<file path="src/rtl/irq_pkg.sv">
package irq_pkg;
  typedef enum logic [1:0] {
    SEL_STAT  = 2'd0,
    SEL_MASK  = 2'd1,
    SEL_LATCH = 2'd2,
    SEL_SOFT  = 2'd3
  } reg_sel_e;

  localparam logic [31:0] EDGE_MAP_DFLT = 32'h71CF_0000;
  localparam logic [31:0] SOFT_MAP_DFLT = 32'h7000_0000;
endpackage

</file>
<file path="src/rtl/irq_sync.sv">
module irq_sync #(
  parameter int W      = 32,
  parameter int STAGES = 2
) (
  input  logic         clk_i,
  input  logic         rst_ni,
  input  logic [W-1:0] d_i,
  output logic [W-1:0] q_o
);
  logic [STAGES-1:0][W-1:0] pipe_q;

  always_ff @(posedge clk_i or negedge rst_ni) begin
    if (!rst_ni) pipe_q[0] <= '0;
    else         pipe_q[0] <= d_i;
  end

  for (genvar s = 1; s < STAGES; s++) begin : g_stage
    always_ff @(posedge clk_i or negedge rst_ni) begin
      if (!rst_ni) pipe_q[s] <= '0;
      else         pipe_q[s] <= pipe_q[s-1];
    end
  end

  assign q_o = pipe_q[STAGES-1];
endmodule

</file>
<file path="src/rtl/irq_edge_latch.sv">
module irq_edge_latch #(
  parameter int          W        = 32,
  parameter logic [31:0] EDGE_MAP = 32'h71CF_0000
) (
  input  logic         clk_i,
  input  logic         rst_ni,
  input  logic [W-1:0] lvl_i,
  input  logic         clr_we_i,
  input  logic [W-1:0] clr_data_i,
  input  logic         set_we_i,
  input  logic [W-1:0] set_data_i,
  output logic [W-1:0] latch_o
);
  for (genvar i = 0; i < W; i++) begin : g_bit
    if (EDGE_MAP[i]) begin : g_edge
      logic prev_q, lat_q, rise;
      assign rise = lvl_i[i] & ~prev_q;
      always_ff @(posedge clk_i or negedge rst_ni) begin
        if (!rst_ni) begin
          prev_q <= 1'b0;
          lat_q  <= 1'b0;
        end else begin
          prev_q <= lvl_i[i];
          // new edge beats a clearing write
          lat_q  <= (lat_q & ~(clr_we_i & ~clr_data_i[i])) | rise
                  | (set_we_i & set_data_i[i]);
        end
      end
      assign latch_o[i] = lat_q;
    end else begin : g_lvl
      assign latch_o[i] = 1'b0;
    end
  end
endmodule

</file>
<file path="src/rtl/irq_prio_enc.sv">
module irq_prio_enc #(
  parameter int W     = 32,
  parameter int IDX_W = $clog2(W)
) (
  input  logic [W-1:0]     req_i,
  output logic [IDX_W-1:0] idx_o,
  output logic             vld_o
);
  always_comb begin
    idx_o = '0;
    vld_o = 1'b0;
    for (int i = W - 1; i >= 0; i--) begin
      if (req_i[i]) begin
        idx_o = IDX_W'(i);
        vld_o = 1'b1;
      end
    end
  end
endmodule

</file>
<file path="src/rtl/irq_stat_ctrl.sv">
module irq_stat_ctrl
  import irq_pkg::*;
#(
  parameter int          NUM_SRC     = 32,
  parameter int          SYNC_STAGES = 2,
  parameter int          NUM_GRP     = 3,
  parameter int          CASC_LSB    = 4,
  parameter logic [31:0] EDGE_MAP    = EDGE_MAP_DFLT,
  parameter logic [31:0] SOFT_MAP    = SOFT_MAP_DFLT,
  localparam int         IDX_W       = $clog2(NUM_SRC)
) (
  input  logic               clk_i,
  input  logic               rst_ni,
  input  logic [NUM_SRC-1:0] src_i,
  input  logic [NUM_GRP-1:0] grp_sum_i,
  input  logic [1:0]         addr_i,
  input  logic               wr_en_i,
  input  logic [NUM_SRC-1:0] wr_data_i,
  output logic [NUM_SRC-1:0] rd_data_o,
  output logic               irq_o,
  output logic [IDX_W-1:0]   idx_o,
  output logic               idx_vld_o
);
  localparam logic [NUM_SRC-1:0] EDGE_M = EDGE_MAP[NUM_SRC-1:0];
  localparam logic [NUM_SRC-1:0] SOFT_M = SOFT_MAP[NUM_SRC-1:0];

  logic [NUM_SRC-1:0] raw, sync_lvl, latch, status, pend;
  logic [NUM_SRC-1:0] mask_q, soft_q;
  logic               we_mask, we_latch, we_soft;

  // cascade summaries replace direct sources; group order is reversed
  for (genvar i = 0; i < NUM_SRC; i++) begin : g_raw
    if (i >= CASC_LSB && i < CASC_LSB + NUM_GRP) begin : g_casc
      assign raw[i] = grp_sum_i[NUM_GRP-1-(i-CASC_LSB)];
    end else begin : g_dir
      assign raw[i] = src_i[i];
    end
  end

  irq_sync #(.W(NUM_SRC), .STAGES(SYNC_STAGES)) u_sync (
    .clk_i (clk_i),
    .rst_ni(rst_ni),
    .d_i   (raw),
    .q_o   (sync_lvl)
  );

  assign we_mask  = wr_en_i && (addr_i == SEL_MASK);
  assign we_latch = wr_en_i && (addr_i == SEL_LATCH);
  assign we_soft  = wr_en_i && (addr_i == SEL_SOFT);

  irq_edge_latch #(.W(NUM_SRC), .EDGE_MAP(EDGE_MAP)) u_latch (
    .clk_i     (clk_i),
    .rst_ni    (rst_ni),
    .lvl_i     (sync_lvl),
    .clr_we_i  (we_latch),
    .clr_data_i(wr_data_i),
    .set_we_i  (we_soft),
    .set_data_i(wr_data_i & SOFT_M),
    .latch_o   (latch)
  );

  always_ff @(posedge clk_i or negedge rst_ni) begin
    if (!rst_ni) begin
      mask_q <= '0;
      soft_q <= '0;
    end else begin
      if (we_mask) mask_q <= wr_data_i;
      if (we_soft) soft_q <= wr_data_i & SOFT_M;
    end
  end

  assign status = (sync_lvl & ~EDGE_M) | latch;
  assign pend   = status & mask_q;
  assign irq_o  = |pend;

  irq_prio_enc #(.W(NUM_SRC), .IDX_W(IDX_W)) u_enc (
    .req_i(pend),
    .idx_o(idx_o),
    .vld_o(idx_vld_o)
  );

  always_comb begin
    unique case (reg_sel_e'(addr_i))
      SEL_STAT:  rd_data_o = status;
      SEL_MASK:  rd_data_o = mask_q;
      SEL_LATCH: rd_data_o = latch;
      default:   rd_data_o = soft_q;
    endcase
  end
endmodule

</file>
<file path="config.mk">
export PLATFORM = sky130hd
export DESIGN_NAME = irq_stat_ctrl
export DESIGN_NICKNAME = d
export VERILOG_FILES = /design/src/rtl/irq_pkg.sv /design/src/rtl/irq_sync.sv /design/src/rtl/irq_edge_latch.sv /design/src/rtl/irq_prio_enc.sv /design/src/rtl/irq_stat_ctrl.sv
export SDC_FILE = /design/constraint.sdc
export NUM_CORES = 1
export LEC_CHECK = 0
export CELL_PAD_IN_SITES_DETAIL_PLACEMENT = 1
export CELL_PAD_IN_SITES_GLOBAL_PLACEMENT = 2
export CORE_UTILIZATION = 29
export DETAILED_ROUTE_END_ITERATION = 8
export MAX_ROUTING_LAYER = met4
export PLACE_DENSITY = 0.71
export SLEW_MARGIN = 10
export SYNTH_ARGS = -nofsm -noshare
export SYNTH_HDL_FRONTEND = slang
export SYNTH_SLANG_ARGS = --single-unit
</file>
<file path="constraint.sdc">
create_clock -name clk_i -period 1.4 [get_ports clk_i]
set_clock_uncertainty 0.05 [all_clocks]
set_input_delay 0.21 -clock clk_i [delete_from_list [all_inputs] [get_ports clk_i]]
set_output_delay 0.21 -clock clk_i [all_outputs]
set_load 0.05 [all_outputs]
</file>
Word-level counts from Yosys, hierarchy flattened
Index checks and enable logic that the tools add are counted.

Word-level logic and storage cells: 175. Bits in registers: 119. Bits of input ports: 72.

Equality and inequality tests: 3. Multiplexer cells: 65. Bitwise logic cells: 78. Reduce and logical (&&, ||, !) cells: 5.

Operator list (count): 5-bit two-way mux (32); 32-bit one-hot mux with 3 select lines (1); 1-bit bitwise AND (33); 32-bit bitwise AND (1); 1-bit two-way mux (32); 32-bit by 31-bit OR with 32-bit output (1); 32-bit OR reduction (1); 1-bit inverter (30); 1-bit OR (13); 2-bit == test, second input constant (2); 1-bit logical AND (3); 2-bit by 1-bit == test with 1-bit output, second input constant (1); 2-bit zero test (1).

Depth between registers and ports, before layout
Depth after elaboration: 34. Depth in mapped cells: 5.

Cells and area by module
From an unflattened synthesis, not the netlist that was laid out.

Cell total of the unflattened synthesis: 478. Area, all modules: 5311.3 µm².

Modules (own cells, without submodules): irq_stat_ctrl (sequential area each 875.8 µm², cells each 233, area each 2124.5 µm², times used 1); irq_sync (sequential area each 1601.5 µm², cells each 96, area each 1841.8 µm², times used 1); irq_edge_latch (sequential area each 500.5 µm², cells each 84, area each 974.7 µm², times used 1); irq_prio_enc (sequential area each 0.0 µm², cells each 65, area each 370.4 µm², times used 1).

Worst setup path before layout
OpenSTA, ideal clock, no wires.

Path kind: register to output. From: reg u_sync.pipe_q, in the netlist u_sync.q_o[6]. To: out idx_o[4]. Data arrival time: 2493 ps. Data required time: 1140 ps. Path slack: -1353 ps. Cell stages (with the launch flop): 6. Cell sequence: dfrtp_1 -> and2_1 -> a21o_1 -> nor2_1 -> nand2_1 -> nor4_1.

Longest elaborated chain between the ends: 9.

RTL lines: start: declaration (line irq_sync.sv:10) `logic [STAGES-1:0][W-1:0] pipe_q;`; start signal: indexed assignment (line irq_sync.sv:20) `else pipe_q[s] <= pipe_q[s-1];`; 32-bit by 31-bit OR with 32-bit output (line irq_stat_ctrl.sv:72) `assign status = (sync_lvl & ~EDGE_M) | latch;`; 32-bit bitwise AND (line irq_stat_ctrl.sv:73) `assign pend = status & mask_q;`; 5-bit two-way mux (7 in series) (line irq_prio_enc.sv:13) `if (req_i[i]) begin`; end: declaration (line irq_stat_ctrl.sv:21) `output logic [IDX_W-1:0] idx_o,`.

Every way passes these cells.

Worst setup path in the final report
From: reg u_sync.pipe_q, in the netlist u_sync.q_o[27]. To: out idx_o[0].

Longest elaborated chain between the ends: 30.

RTL lines (line): 32-bit by 31-bit OR with 32-bit output (irq_stat_ctrl.sv:72); 32-bit bitwise AND (irq_stat_ctrl.sv:73); 5-bit two-way mux (28 in series) (irq_prio_enc.sv:13).

Every way passes these cells.

==> flow_summary.json <==
{
  "outcome": "complete, but fails checks",
  "violations": "negative setup slack",
  "clock_latency_ns": 0.42,
  "grt_antenna_before_repair": 0,
  "grtUsageMet3_pct": 4.007,
  "clk_pin_slew_worst_paths_ns": 0.06,
  "grt_max_degree": 41,
  "nNetsFinal": 644,
  "min_path_type": "primary input to register",
  "numCtsBuffers": 17,
  "slew_viol_final": 0,
  "drt_first_pass_iters": 4,
  "num_rows": 45,
  "max_cap_violations": 0,
  "layout_min_cycle_time_ns": 2.348,
  "clock_sinks": 119,
  "setup_viol_count_final": 39,
  "p_comb_share_pct": 28.7,
  "ir_worst_vdd_v": 0.0008872,
  "worstSetupPathType": "register to primary output",
  "ios": 111,
  "initialDrtViolationCount": 128,
  "rsz0062_at_grt": "true",
  "finalHoldViolCount": 0,
  "cts_buffer_depth": 2,
  "crit_arrival_ns": 2.09,
  "cts_root_buffer": "clkbuf_16",
  "syn_inst": 365,
  "drc": 0,
  "slowest_stage": "dfrtp_1",
  "coreArea_um2": 15310,
  "static-leakage-power_nw": 3.523,
  "grt_usage_pct": 20.28,
  "grt_overflow": 0,
  "use_met1_pct": 23.57,
  "port_buffers": 107,
  "wl_um": 14490,
  "start_util_pct": 29.97,
  "drtAntennaViolNets": 0,
  "dp.cells": 756,
  "timing.hold.ws_ns": 0.1714,
  "htree_num_levels": 4,
  "clockPowerShare_pct": 36.9,
  "worstHoldPathCells": 1,
  "start_kind": "register",
  "cp_cell_sequence": "a22o_1 -> a31oi_1 -> o2111ai_1 -> a2111oi_2 -> buf_4 -> nor2_4 -> buf_6",
  "die_y_um": 127.8,
  "period_share_pct": 167.7,
  "first_global_vias": 4329,
  "fmax_mhz": 425.9,
  "via_count": 3655,
  "cpPeakStageDelay_ns": 0.38,
  "switching_share_pct": 30.63,
  "area_delta_synth_final_pct": 80.13,
  "syn_area_um2": 4589,
  "syn_avg_cell_area_um2": 12.57,
  "hpwl_um": 10280,
  "routabilityCongestion": 0.8017,
  "fillers": 1528,
  "reg2reg_depth": 3,
  "wl_per_cell_um": 18.20,
  "antenna_cells": 0,
  "die_w_um": 127.8,
  "ys_types": 37,
  "worstPathRequired_ns": 1.14,
  "synth_fp_nets": 437,
  "fin_ws_ns": -0.9480,
  "regToRegSetupSlack_ns": 0.28,
  "pwr-share-seq_pct": 34.4,
  "end_kind": "primary output",
  "die-area_um2": 16330,
  "pre_cts_slack_ns": -0.5571,
  "seq_area_frac_synth_pct": 64.89,
  "drive_above_1_share_pct": 45.30,
  "worst_slew_pin_slew_ns": 0.3454,
  "grt_use_met2_pct": 34.37,
  "via_per_inst": 4.592,
  "tns_ns": -11.63,
  "p_per_area_nw_per_um2": 1421,
  "cts_tree": "built",
  "final_common_cell": "dfrtp_1",
  "p_sw_w": 0.003598,
  "maxSlewHeadroom_pct": 76.77,
  "grt_pass1_wl_um": 23600,
  "synth_warnings": 0,
  "instances_no_fill": 796,
  "p_int_w": 0.008149,
  "most-common-layout-cells": "dfrtp_1 (117), clkdlybuf4s50_1 (65), buf_4 (56)",
  "busiest_layer": "met2",
  "ys_ff_latch": 119,
  "cp_max_fo": 2
}
## power by group through the flow
stage	sequential, W	combinational [W]	clock [W]
floorplan	0.00401	0.00146	0
global placement	0.00402	0.00284	0
detailed placement	0.00405	0.00290	0
CTS	0.00403	0.00334	0.00442
global route	0.00408	0.00358	0.00456
finish	0.00404	0.00338	0.00433
## state kept, by name, summed over array words and instances (netlist names)
name                         count
u_latch.g_bit.g_edge.prev_q     10
u_sync.q_o                      32
soft_q                           3
u_sync.pipe_q                   32
u_latch.g_bit.g_edge.lat_q      10
mask_q                          32
## routing by layer
layer	vias up	part of all wire [%]
met5	-	0
met4	0	1.7
met3	19	3.3
met2	72	53
met1	1857	42
li1	1707	-
## final timing paths
check,from,to
worst max register to register,mask_q[13],mask_q[13]
max in group asynchronous,rst_ni,u_sync.pipe_q[10]
min in group asynchronous,rst_ni,u_sync.pipe_q[3]
worst min-delay path,src_i[14],u_sync.pipe_q[14]
worst min register to register,u_sync.pipe_q[17],u_sync.q_o[17]
worst max-delay path,u_sync.q_o[27],idx_o[0]
## critical path: cells and delay by family, from the launching register on
| kind | cells | cell delay, ns |
|---|---|---|
| AOI/OAI and AO/OA | 4 | 0.93 |
| DFF | 1 | 0.38 |
| and+or+nand+nor | 1 | 0.03 |
| buffers and inverters | 2 | 0.34 |
## cell usage after synthesis
master / n / share of area (%)
nand3b_1: 2 / 0.33
clkbuf_1: 2 / 0.16
o21ai_1: 1 / 0.11
nand3b_4: 1 / 0.44
nand4_1: 4 / 0.55
and3_1: 1 / 0.14
buf_1: 4 / 0.33
a221oi_1: 1 / 0.19
nand2_1: 39 / 3.2
a22o_1: 3 / 0.57
a221oi_2: 1 / 0.33
nor4_1: 1 / 0.14
nor2_1: 34 / 2.8
nor3_1: 1 / 0.11
a211oi_1: 1 / 0.16
o22ai_1: 10 / 1.4
inv_1: 17 / 1.4
dfrtp_1: 119 / 65
mux2i_1: 25 / 5.5
a21oi_1: 9 / 0.98
a22oi_1: 7 / 1.1
nand3_1: 3 / 0.33
a32oi_1: 1 / 0.19
buf_2: 7 / 0.76
nor3b_2: 1 / 0.27
a21boi_0: 4 / 0.65
o2111ai_1: 2 / 0.38
a2111oi_1: 1 / 0.22
mux2_2: 5 / 1.2
o21ai_0: 16 / 1.7
a21o_1: 1 / 0.16
a31oi_1: 3 / 0.41
a22o_2: 1 / 0.22
and2_1: 2 / 0.27
a32o_1: 4 / 0.87
o32ai_1: 1 / 0.19
mux2_1: 30 / 7.4
## per-stage QoR
step	instance area, µm²	utilization [%]	power [W]
6_report	8267	53.98	0.01175
5_1_grt	8267	53.98	0.01222
4_1_cts	8195	53.51	0.01179
3_5_place_dp	7046	46.00	0.006946
3_3_place_gp	7046	46.00	0.006859
2_1_floorplan	4965	-	0.005474
## cell type report
| class | instances | area, µm² | share of cell area [%] |
|---|---|---|---|
| Inverter | 17 | 76.32 | 0.9233 |
| Clock buffer | 18 | 439.2 | 5.313 |
| Tap cell | 211 | 264.0 | 3.194 |
| Clock inverter | 14 | 152.6 | 1.847 |
| Multi-Input combinational cell | 216 | 2175 | 26.31 |
| Sequential cell | 119 | 2980 | 36.05 |
| Timing Repair Buffer | 201 | 2180 | 26.37 |
## kinds of logic after synthesis
| group | count (synthesis) | share of synthesized area [%] |
|---|---|---|
| buffers and inverters | 30 | 2.644 |
| AND/OR/NAND/NOR | 89 | 8.533 |
| AO/OA/AOI/OAI | 67 | 9.897 |
| multiplexers | 60 | 14.04 |
| flip-flops | 119 | 64.89 |
## what timing repair did
action                                 4_1_cts  5_1_grt
endpoints found under the hold margin      119        0
hold buffers                                 1        0
pin swaps                                   14        5
resized for setup                          120       20
setup endpoints to repair                   39       39
setup buffers                               11        2
Note: power is estimated with default switching activity, not from simulation.
